==> src/rtl/supmon_pkg.sv <==
package supmon_pkg;
  parameter int unsigned ADDR_W = 9;
  parameter logic [ADDR_W-1:0] ADDR_CTRL = 9'h1EB;
  parameter logic [ADDR_W-1:0] ADDR_STAT = 9'h1E4;
  // log2 of frame length per duty code (non-monotonic encoding)
  parameter int unsigned LOG_C0 = 7;
  parameter int unsigned LOG_C1 = 9;
  parameter int unsigned LOG_C2 = 5;
  parameter int unsigned LOG_C3 = 3;
  localparam int unsigned CNT_W = 9;
  localparam int unsigned N_CMP = 2;

  typedef logic [1:0] duty_sel_t;

  function automatic int unsigned log_period(duty_sel_t s);
    case (s)
      2'b00:   return LOG_C0;
      2'b01:   return LOG_C1;
      2'b10:   return LOG_C2;
      default: return LOG_C3;
    endcase
  endfunction
endpackage

==> src/rtl/supmon_frame.sv <==
module supmon_frame
  import supmon_pkg::*;
#(
  parameter int unsigned CW = CNT_W
) (
  input  logic      clk_i,
  input  logic      rst_ni,
  input  logic      tick_i,
  input  duty_sel_t sel_i,
  output logic      win_o
);
  duty_sel_t        act_q;
  logic [CW-1:0]    pos_q;
  logic [CW-1:0]    last_pos;

  assign last_pos = CW'((32'd1 << log_period(act_q)) - 32'd1);

  always_ff @(posedge clk_i or negedge rst_ni) begin
    if (!rst_ni) begin
      pos_q <= '0;
      act_q <= 2'b00;
    end else if (tick_i) begin
      if (pos_q == last_pos) begin
        pos_q <= '0;
        act_q <= sel_i;
      end else begin
        pos_q <= pos_q + 1'b1;
      end
    end
  end

  assign win_o = (pos_q == '0);

  assert_pos_in_frame_R1: assert property (@(posedge clk_i) disable iff (!rst_ni)
    pos_q <= last_pos);
  assert_pos_tick_only_R10: assert property (@(posedge clk_i) disable iff (!rst_ni)
    !tick_i |=> $stable(pos_q));
  assert_code_at_wrap_R6: assert property (@(posedge clk_i) disable iff (!rst_ni)
    !(tick_i && pos_q == last_pos) |=> $stable(act_q));
endmodule

==> src/rtl/supmon_status.sv <==
module supmon_status
  import supmon_pkg::*;
#(
  parameter int unsigned NB     = N_CMP,
  parameter int unsigned STAGES = 2
) (
  input  logic          clk_i,
  input  logic          rst_ni,
  input  logic [NB-1:0] cmp_i,
  input  logic          upd_i,
  output logic [NB-1:0] status_o
);
  logic [NB-1:0] stg_q [STAGES];

  for (genvar g = 0; g < STAGES; g++) begin : g_sync
    always_ff @(posedge clk_i or negedge rst_ni) begin
      if (!rst_ni) stg_q[g] <= '0;
      else if (g == 0) stg_q[g] <= cmp_i;
      else stg_q[g] <= stg_q[(g == 0) ? 0 : g-1];
    end
  end

  always_ff @(posedge clk_i or negedge rst_ni) begin
    if (!rst_ni)    status_o <= '0;
    else if (upd_i) status_o <= stg_q[STAGES-1];
  end

  assert_status_hold_R8: assert property (@(posedge clk_i) disable iff (!rst_ni)
    !upd_i |=> $stable(status_o));
endmodule

==> src/rtl/supmon_regs.sv <==
module supmon_regs
  import supmon_pkg::*;
(
  input  logic              clk_i,
  input  logic              rst_ni,
  input  logic              io_sel_i,
  input  logic [ADDR_W-1:0] addr_i,
  input  logic              wr_i,
  input  logic [7:0]        wdata_i,
  input  logic [N_CMP-1:0]  status_i,
  output duty_sel_t         sel_o,
  output logic [7:0]        rdata_o
);
  duty_sel_t ctrl_q;

  always_ff @(posedge clk_i or negedge rst_ni) begin
    if (!rst_ni) ctrl_q <= 2'b00;
    else if (wr_i && io_sel_i && addr_i == ADDR_CTRL) ctrl_q <= wdata_i[7:6];
  end

  always_comb begin
    rdata_o = 8'h00;
    if (io_sel_i) begin
      if (addr_i == ADDR_CTRL)      rdata_o = {ctrl_q, 6'b0};
      else if (addr_i == ADDR_STAT) rdata_o = {{(8-N_CMP){1'b0}}, status_i};
    end
  end

  assign sel_o = ctrl_q;

  assert_bank_gate_rd_R5: assert property (@(posedge clk_i) disable iff (!rst_ni)
    !io_sel_i |-> rdata_o == 8'h00);
  assert_bank_gate_wr_R5: assert property (@(posedge clk_i) disable iff (!rst_ni)
    !io_sel_i |=> $stable(ctrl_q));
  assert_rsvd_zero_R2: assert property (@(posedge clk_i) disable iff (!rst_ni)
    (addr_i == ADDR_CTRL) |-> rdata_o[5:0] == 6'b0);
  assert_stat_rsvd_R4: assert property (@(posedge clk_i) disable iff (!rst_ni)
    (addr_i == ADDR_STAT) |-> rdata_o[7:2] == 6'b0);
endmodule

==> src/rtl/supmon_duty_top.sv <==
module supmon_duty_top
  import supmon_pkg::*;
(
  input  logic       clk_i,
  input  logic       rst_ni,
  input  logic       tick_i,
  input  logic       sleep_i,
  input  logic       io_sel_i,
  input  logic [8:0] addr_i,
  input  logic       wr_i,
  input  logic [7:0] wdata_i,
  output logic [7:0] rdata_o,
  input  logic       lvd_cmp_i,
  input  logic       por_cmp_i,
  output logic       mon_en_o
);
  duty_sel_t          sel;
  logic               win;
  logic [N_CMP-1:0]   status;

  supmon_regs u_regs (
    .clk_i, .rst_ni, .io_sel_i, .addr_i, .wr_i, .wdata_i,
    .status_i(status), .sel_o(sel), .rdata_o
  );

  supmon_frame u_frame (
    .clk_i, .rst_ni, .tick_i, .sel_i(sel), .win_o(win)
  );

  supmon_status u_status (
    .clk_i, .rst_ni, .cmp_i({lvd_cmp_i, por_cmp_i}),
    .upd_i(!sleep_i || win), .status_o(status)
  );

  assign mon_en_o = !sleep_i || win;

  assert_awake_on_R9: assert property (@(posedge clk_i) disable iff (!rst_ni)
    !sleep_i |-> mon_en_o);
endmodule

==> config.mk <==
export PLATFORM = sky130hd
export DESIGN_NAME = supmon_duty_top
export DESIGN_NICKNAME = d
export VERILOG_FILES = /design/src/rtl/supmon_pkg.sv /design/src/rtl/supmon_frame.sv /design/src/rtl/supmon_status.sv /design/src/rtl/supmon_regs.sv /design/src/rtl/supmon_duty_top.sv
export SDC_FILE = /design/constraint.sdc
export NUM_CORES = 1
export LEC_CHECK = 0
export ABC_AREA = 1
export BUFFER_PORTS_ARGS = -buffer_cell sky130_fd_sc_hd__buf_2
export CAP_MARGIN = 20
export CELL_PAD_IN_SITES_DETAIL_PLACEMENT = 0
export CELL_PAD_IN_SITES_GLOBAL_PLACEMENT = 1
export CORE_UTILIZATION = 36
export CTS_BUF_LIST = sky130_fd_sc_hd__clkbuf_16
export DETAILED_ROUTE_END_ITERATION = 12
export HOLD_SLACK_MARGIN = 0.02
export PLACE_DENSITY_LB_ADDON = 0.05
export SLEW_MARGIN = 10
export SYNTH_ARGS = -nofsm -noshare
export SYNTH_HDL_FRONTEND = slang
export SYNTH_SLANG_ARGS = --single-unit
==> constraint.sdc <==
create_clock -name clk_i -period 2.38 [get_ports clk_i]
set_input_delay 0.357 -clock clk_i [delete_from_list [all_inputs] [get_ports clk_i]]
set_output_delay 0.357 -clock clk_i [all_outputs]
set_load 0.01 [all_outputs]
==> results of run 1 <==
[routing by layer]
layer	up-vias	global-route usage, %	wire (µm)
li1	537	-	-
met1	406	21.3	1240
met2	25	21.9	906
met3	4	3.93	91
met4	0	7.31	49
met5	-	0	0
[critical path, cell delays in order (launching register included)]
cell     delay (ns)
dfrtp_1        0.46
or2_2          0.34
ha_1           0.30
inv_1          0.04
nand2_1        0.07
nand3_1        0.12
nor2_4         0.16
nand4_4        0.16
nand3_1        0.12
inv_1          0.05
[layout make-up]
cell class	count	area, µm²
Inverter	29	109
Clock inverter	1	7.51
Tap cell	44	55.1
Fill cell	334	1690
Sequential cell	19	475
Clock buffer	3	75.1
Multi-Input combinational cell	111	577
Timing Repair Buffer	23	115
[synthesized netlist by cell type]
cell      instances  area share [%]
xor2_1            2             1.5
nor2_2            2             1.0
buf_6             1            0.94
conb_1            1            0.31
o21bai_1          1            0.63
nand3_1          20             8.4
ha_1              5             5.2
nor3_1            4             1.7
nand4_4           1             1.8
inv_2             3            0.94
nand4_1           2             1.0
nand2_2           3             1.6
inv_1            25             7.8
dfrtp_1          19              40
nand2_1          45              14
nor3_2            1            0.84
o21ai_0           2            0.84
clkinv_1          1            0.31
nand3_2           1            0.84
nor2_1           14             4.4
buf_4             4             2.5
nor2_4            2             1.9
a31o_2            1            0.73
or2_2             1            0.52
clkbuf_2          1            0.42
[sequential cells by signal, indices dropped and copies added, names as in the netlist]
name / cells
u_status.status_o: 2
u_regs.sel_o: 2
u_frame.act_q: 2
u_status.stg_q: 4
u_frame.pos_q: 9
[power by group through the flow]
stage / Combinational [W] / Clock (W) / Sequential (W)
global route: 0.000273 / 0.000372 / 0.000445
floorplan: 0.000184 / 0 / 0.000428
finish: 0.000228 / 0.000351 / 0.000437
global placement: 0.000229 / 0 / 0.000441
CTS: 0.000232 / 0.000366 / 0.000436
detailed placement: 0.000230 / 0 / 0.000442
[cell usage in the layout, fill, tap and decap left out]
master	count
a31o_2	1
buf_2	23
clkbuf_16	3
clkinv_1	1
clkinvlp_4	1
conb_1	4
dfrtp_1	19
ha_1	5
inv_1	25
inv_2	3
nand2_1	45
nand2_2	3
nand3_1	20
nand3_2	1
nand4_1	2
nand4_4	1
nor2_1	14
nor2_2	2
nor2_4	2
nor3_1	4
nor3_2	1
o21ai_0	2
o21bai_1	1
or2_2	1
xor2_1	2
[final timing paths]
kind / startpoint / end / cells past startpoint
hold reg to reg: u_status.stg_q[3]$_DFF_PN0_ / u_status.stg_q[1]$_DFF_PN0_ / 0
max in group asynchronous: rst_ni / u_frame.pos_q[6]$_DFFE_PN0P_ / 1
min in group clk_i: por_cmp_i / u_status.stg_q[2]$_DFF_PN0_ / 1
hold / removal: rst_ni / u_status.stg_q[3]$_DFF_PN0_ / 1
setup / recovery: u_frame.act_q[0]$_DFFE_PN0P_ / u_frame.pos_q[2]$_DFFE_PN0P_ / 9
setup reg to reg: u_frame.act_q[0]$_DFFE_PN0P_ / u_frame.pos_q[2]$_DFFE_PN0P_ / 9
[cell families (layout without fill, tap and decap cells)]
kind of cell / Yosys count / count (layout) / share of synthesized area (%)
and+or+nand+nor: 96 / 96 / 38.1
buffers and inverters: 35 / 56 / 13.0
DFF: 19 / 19 / 39.7
adders and majority gates: 5 / 5 / 5.23
AOI/OAI and AO/OA: 4 / 4 / 2.20
xor gates and xnor gates: 2 / 2 / 1.46
other: 1 / 4 / 0.314
[stage by stage]
step / total power (W) / hold slack, ns / cells / area [µm²] / util, %
2_1_floorplan: 0.000612 / 0.0614 / 165 / 1210 / -
3_3_place_gp: 0.000670 / 0.311 / 226 / 1330 / 42.9
3_5_place_dp: 0.000672 / 0.321 / 226 / 1330 / 42.9
4_1_cts: 0.00103 / 0.0482 / 230 / 1410 / 45.6
5_1_grt: 0.00109 / 0.0708 / 230 / 1410 / 45.6
6_report: 0.00102 / 0.0317 / 230 / 1410 / 45.6
==> reports/qor.txt, run 1 <==
Critical Path Fanout Max: 9
global routing usage summed across all routing layers: 15.3%
Synth-to-Final Area Change: 18.2%
number of design-rule violations left by the first detailed-router iteration: 23
# diodes: 0
worst setup path category: reg2reg
Via Count: 972
post-DR wirelength/cell: 9.95 µm
post-synthesis area per instance: 7.38 µm²
synthesized cell area: 1200 µm²
final worst setup slack: 0.451 ns
clock tree buffer depth: 2
max-cap violations: 0
post-DP HPWL: 1830 µm
crit share post-route: 81.1%
internal power contribution: 0.000687 W
pin count of the biggest net entering global routing: 20
Die W: 59.6 µm
Routed Antenna Nets: 0
Gate power share: 22.4%
nature of the critical path endpoint: register
critical path arrival: 2.08 ns
PostCTS Resize Cnt: 0
post-synthesis instance total: 162
number of buffers inserted during clock tree synthesis: 3
number of max-slew violations in the final report: 0
Clk pwr share: 34.6%
first-pass GRT wire length: 3990 µm
number of warnings issued by yosys: 0
cell at the root of the clock tree: clkbuf_16
residual overflow from global routing: 0
area inside the core boundary: 3100 µm²
Max Freq: 518 MHz
1st-pass router iterations: 4
final hold violation count: 0
layout net count: 217
clock net sink count: 19
DRC violations left: 0
sequential area share after synthesis: 39.7%
reg-to-reg slack, setup: 0.45 ns
vias per inst: 4.23
number of top-level pins: 34
number of I/O port buffers: 23
insertion delay of the later-clocked pin in the worst-skew pair: 0.25 ns
total power per unit cell area: 718 nW/µm²
crit path time final: 1.93 ns
hold-fix buffers at CTS: 0
portion of total power attributed to sequential cells: 43.0%
unrepaired setup endpoints after global routing: no
IR Drop Worst-Case VDD: 0.000399 V
Hold/Removal Path Class: in2async
number of global-route vias before repair: 929
number of buffers inserted by post-CTS setup repair: 0
y dimension of the die: 59.6 µm
Routed WL: 2290 µm
Die Footprint: 3560 µm²
CP Launch Type: register
count of different cell masters after synthesis: 25
fraction of final layout cells with drive strength greater than 1: 22.6%
sum of negative setup slack: 0 ns
CTS tree: done
post-CTS clock slew at the launch and capture registers of the worst setup and hold paths: 0.06 ns
Finish-stage setup viols: 0
leakage power of the design: 0.780 nW
floorplan row count: 20
initial antenna violation count: 0
H-Tree Depth: 1
starting density of the core: 38.5%
net switching component of the power: 0.000328 W
outcome: complete, no violations
switching share of power: 32.3%
worst setup skew after layout: 0.00430 ns
Post-Place Worst Slack: 0.431 ns
number of register bits inferred by synthesis: 19
required time worst endpoint: 2.53 ns
gp weighted congestion: 0.804
Note: power is estimated with default switching activity, not from simulation.
==> run 2, diff against run 1 <==
--- a/config.mk
+++ b/config.mk
@@ -5,12 +5,12 @@
 export SDC_FILE = /design/constraint.sdc
 export NUM_CORES = 1
 export LEC_CHECK = 0
-export ABC_AREA = 1
+export ABC_AREA = 0
 export BUFFER_PORTS_ARGS = -buffer_cell sky130_fd_sc_hd__buf_2
 export CAP_MARGIN = 20
 export CELL_PAD_IN_SITES_DETAIL_PLACEMENT = 0
 export CELL_PAD_IN_SITES_GLOBAL_PLACEMENT = 1
-export CORE_UTILIZATION = 36
+export CORE_UTILIZATION = 33
 export CTS_BUF_LIST = sky130_fd_sc_hd__clkbuf_16
 export DETAILED_ROUTE_END_ITERATION = 12
 export HOLD_SLACK_MARGIN = 0.02
==> constraint.sdc (replaced) <==
create_clock -name clk_i -period 1.7 [get_ports clk_i]
set_input_delay 0.255 -clock clk_i [delete_from_list [all_inputs] [get_ports clk_i]]
set_output_delay 0.255 -clock clk_i [all_outputs]
set_load 0.01 [all_outputs]
==> run 2 against run 1 <==
The run now ends with negative setup slack left; critical path depth down 2; register-to-register slack worse by 0.63 ns; synthesized cell count is 36% lower; critical path type unchanged; largest power group unchanged; first-iteration DRC count is 8.7% lower; combinational power increased by 120%; fmax rose by 2.5%; non-clock buffer count is 22 higher; clock skew is 0.0035 ns lower; final cell count decreased by 16%.
==> reports/qor.txt, run 2 <==
outcome: finished with violations
violations in the final reports: negative setup slack
leading cell types in the layout, fill and taps excluded: 23 x buf_2, 18 x buf_4, 18 x dfrtp_1, 8 x nor2_1, 7 x nand2_1
portion of total power attributed to sequential cells: 37.7%
CTS tree: done
floorplan row count: 20
post-synthesis instance total: 104
switching share of power: 31.4%
Finish-stage setup viols: 14
number of buffers inserted during clock tree synthesis: 3
Post-synth EDFFs: 0
number of global-route vias before repair: 872
layout net count: 181
Multi-input gate area: 656 µm²
Gate power share: 30.9%
post-layout util: 52.3%
number of max-slew violations in the final report: 0
initial antenna violation count: 0
Non-Filler Instances: 194
number of top-level pins: 34
max reg flops: 9
number of I/O port buffers: 23
clock tree buffer depth: 2
placed cell count: 182
global routing usage summed across all routing layers: 15.2%
Yosys top cell area share: 45.7%
y dimension of the die: 58.2 µm
net switching component of the power: 0.000503 W
dominant cell type by area after synthesis: dfrtp_1
post-synthesis area per instance: 10.0 µm²
finished layout cell area: 1580 µm²
cell at the root of the clock tree: clkbuf_16
most instantiated cells after synthesis: 19 x dfrtp_1, 12 x nor2_1, 8 x nand2_1, 6 x mux2_2
CP Launch Type: register
reg-to-reg slack, setup: -0.18 ns
gp weighted congestion: 0.736
1st-pass router iterations: 4
fraction of final layout cells with drive strength greater than 1: 52.7%
insertion delay of the later-clocked pin in the worst-skew pair: 0.25 ns
Largest regs: u_frame.pos_q x9, u_status.stg_q x4
tightest hold margin: 0.101 ns
worst reg2reg path startpoint: u_frame.act_q[0]$_DFFE_PN0P_
Reg-to-Reg End: u_frame.act_q[0]$_DFFE_PN0P_
number of register bits inferred by synthesis: 19
total power per unit cell area: 1010 nW/µm²
final worst setup slack: -0.183 ns
crit share post-route: 111%
number of design-rule violations left by the first detailed-router iteration: 21
most frequent standard cell in the layout excluding fill and tap cells: buf_2
Hold/Removal Path Class: in2reg
leakage power of the design: 0.729 nW
Die W: 58.2 µm
Synth area leaders: dfrtp_1 46%, mux2_2 6.5%, ha_1 6.0%
number of cells on the worst hold path: 1
required time worst endpoint: 1.84 ns
vias per inst: 4.55
unrepaired setup endpoints after global routing: yes
pin count of the biggest net entering global routing: 20
area inside the core boundary: 3030 µm²
DRC violations left: 0
hold endpoint: u_status.stg_q[2]$_DFF_PN0_
post-DP HPWL: 1590 µm
internal power contribution: 0.00110 W
most common flop cell mapped by yosys: dfrtp_1
residual overflow from global routing: 0
nature of the critical path endpoint: register
fraction of synthesis flops using an asynchronous set or reset pin: 100%
Design Power: 0.00160 W
Routed Antenna Nets: 0
Critical Path Fanout Max: 3
synthesized cell area: 1040 µm²
number of warnings issued by yosys: 0
starting density of the core: 34.4%
first-pass GRT wire length: 3790 µm
flip-flop and latch area: 477 µm²
Via Count: 882
Clk pwr share: 31.3%
R2R cell count: 7
number of filler instances in the final layout: 286
most instantiated library cell after synthesis: dfrtp_1
clock net sink count: 19
register containing the most flip-flops in the final layout: u_frame.pos_q
post-DR wirelength/cell: 11.7 µm
sequential area share after synthesis: 45.7%
Synth-to-Final Area Change: 52.0%
worst setup path category: reg2reg
crit path time final: 1.88 ns
# diodes: 0
IR Drop Worst-Case VDD: 0.000512 V
count of different cell masters after synthesis: 32
Die Footprint: 3380 µm²
Routed WL: 2280 µm
H-Tree Depth: 1
critical path arrival: 2.02 ns
worst setup skew after layout: 0.000828 ns
critical hold path startpoint: por_cmp_i
max-cap violations: 0
Max Freq: 531 MHz
total cell area at the placement stage: 1340 µm²
final hold violation count: 0
post-CTS clock slew at the launch and capture registers of the worst setup and hold paths: 0.06 ns
run 2: changes by cell type after synthesis, moves of 3 or more:
cell,change
nand2_1,-37
inv_1,-20
nand3_1,-16
mux2_2,+6
and2_1,+5
nand2b_1,+4
xnor2_1,+4
inv_2,-3
nand2_2,-3
nor3_1,-3
run 2: how the worst max path moves through the flow:
stage / start / to / cells past startpoint / slack, ns
final: u_frame.act_q[0]$_DFFE_PN0P_ / u_frame.act_q[0]$_DFFE_PN0P_ / 7 / -0.18
after global routing: u_frame.act_q[0]$_DFFE_PN0P_ / u_frame.act_q[0]$_DFFE_PN0P_ / 7 / -0.27
after CTS: u_frame.pos_q[0]$_DFFE_PN0P_ / mon_en_o / 5 / -0.20
after detailed placement: u_frame.act_q[1]$_DFFE_PN0P_ / u_frame.act_q[0]$_DFFE_PN0P_ / 7 / -0.18
after global placement: u_frame.act_q[1]$_DFFE_PN0P_ / u_frame.act_q[0]$_DFFE_PN0P_ / 7 / -0.15
after floorplan: u_frame.act_q[0]$_DFFE_PN0P_ / u_frame.act_q[0]$_DFFE_PN0P_ / 7 / -0.16
run 2: critical path: stages (launching register included):
cell and delay, ns:
dfrtp_1 0.42, nand2b_4 0.18, ha_4 0.16, xor2_2 0.14, nor3_2 0.19, o21ai_2 0.10
nor3_4 0.21, mux2_2 0.36
run 2: power by group through the flow:
stage                     clock network [W]  registers (W)  logic (W)
after global routing               0.000524       0.000616   0.000550
after CTS                          0.000510       0.000600   0.000438
after floorplan                           0       0.000603   0.000232
after global placement                    0       0.000607   0.000392
final                              0.000502       0.000605   0.000495
after detailed placement                  0       0.000603   0.000396
run 2: layout make-up:
type	instances	share of cell area (%)
Clock buffer	3	4.74
Clock inverter	1	0.474
Inverter	5	1.19
Multi-Input combinational cell	77	41.4
Sequential cell	19	30.1
Tap cell	44	3.48
Timing Repair Buffer	45	18.6
run 2: logic make-up after synthesis:
family / after synthesis / synth area share [%]
compound gates: 11 / 6.61
xor+xnor: 6 / 5.05
fa+ha+maj: 5 / 6.01
buf+inv: 11 / 5.53
flops: 19 / 45.7
mux: 7 / 7.45
other cells: 1 / 0.360
simple gates: 44 / 23.3
run 2: timing repair:
item / 4_1_cts / 5_1_grt
setup buffers: 4 / 4
gates resized for setup: 15 / 11
endpoints found under the hold margin: 19 / 0
pin swaps: 5 / 4
endpoints found under the setup margin: 12 / 14
hold buffers: 1 / 0
gates cloned: 0 / 0
run 2: routing by layer:
layer | global-route usage (%) | wire (µm) | up-vias
met3 | 3.79 | 61 | 5
met1 | 19.2 | 1040 | 425
met4 | 8.16 | 47 | 0
li1 | - | - | 440
met5 | 0 | 0 | -
met2 | 23.8 | 1120 | 12
run 2: metrics by stage:
step           setup TNS [ns]  worst slack, ns
6_report                -1.39           -0.183
5_1_grt                 -2.72           -0.272
4_1_cts                 -1.03           -0.196
3_5_place_dp           -0.704           -0.177
3_3_place_gp           -0.486           -0.155
2_1_floorplan          -0.335           -0.161
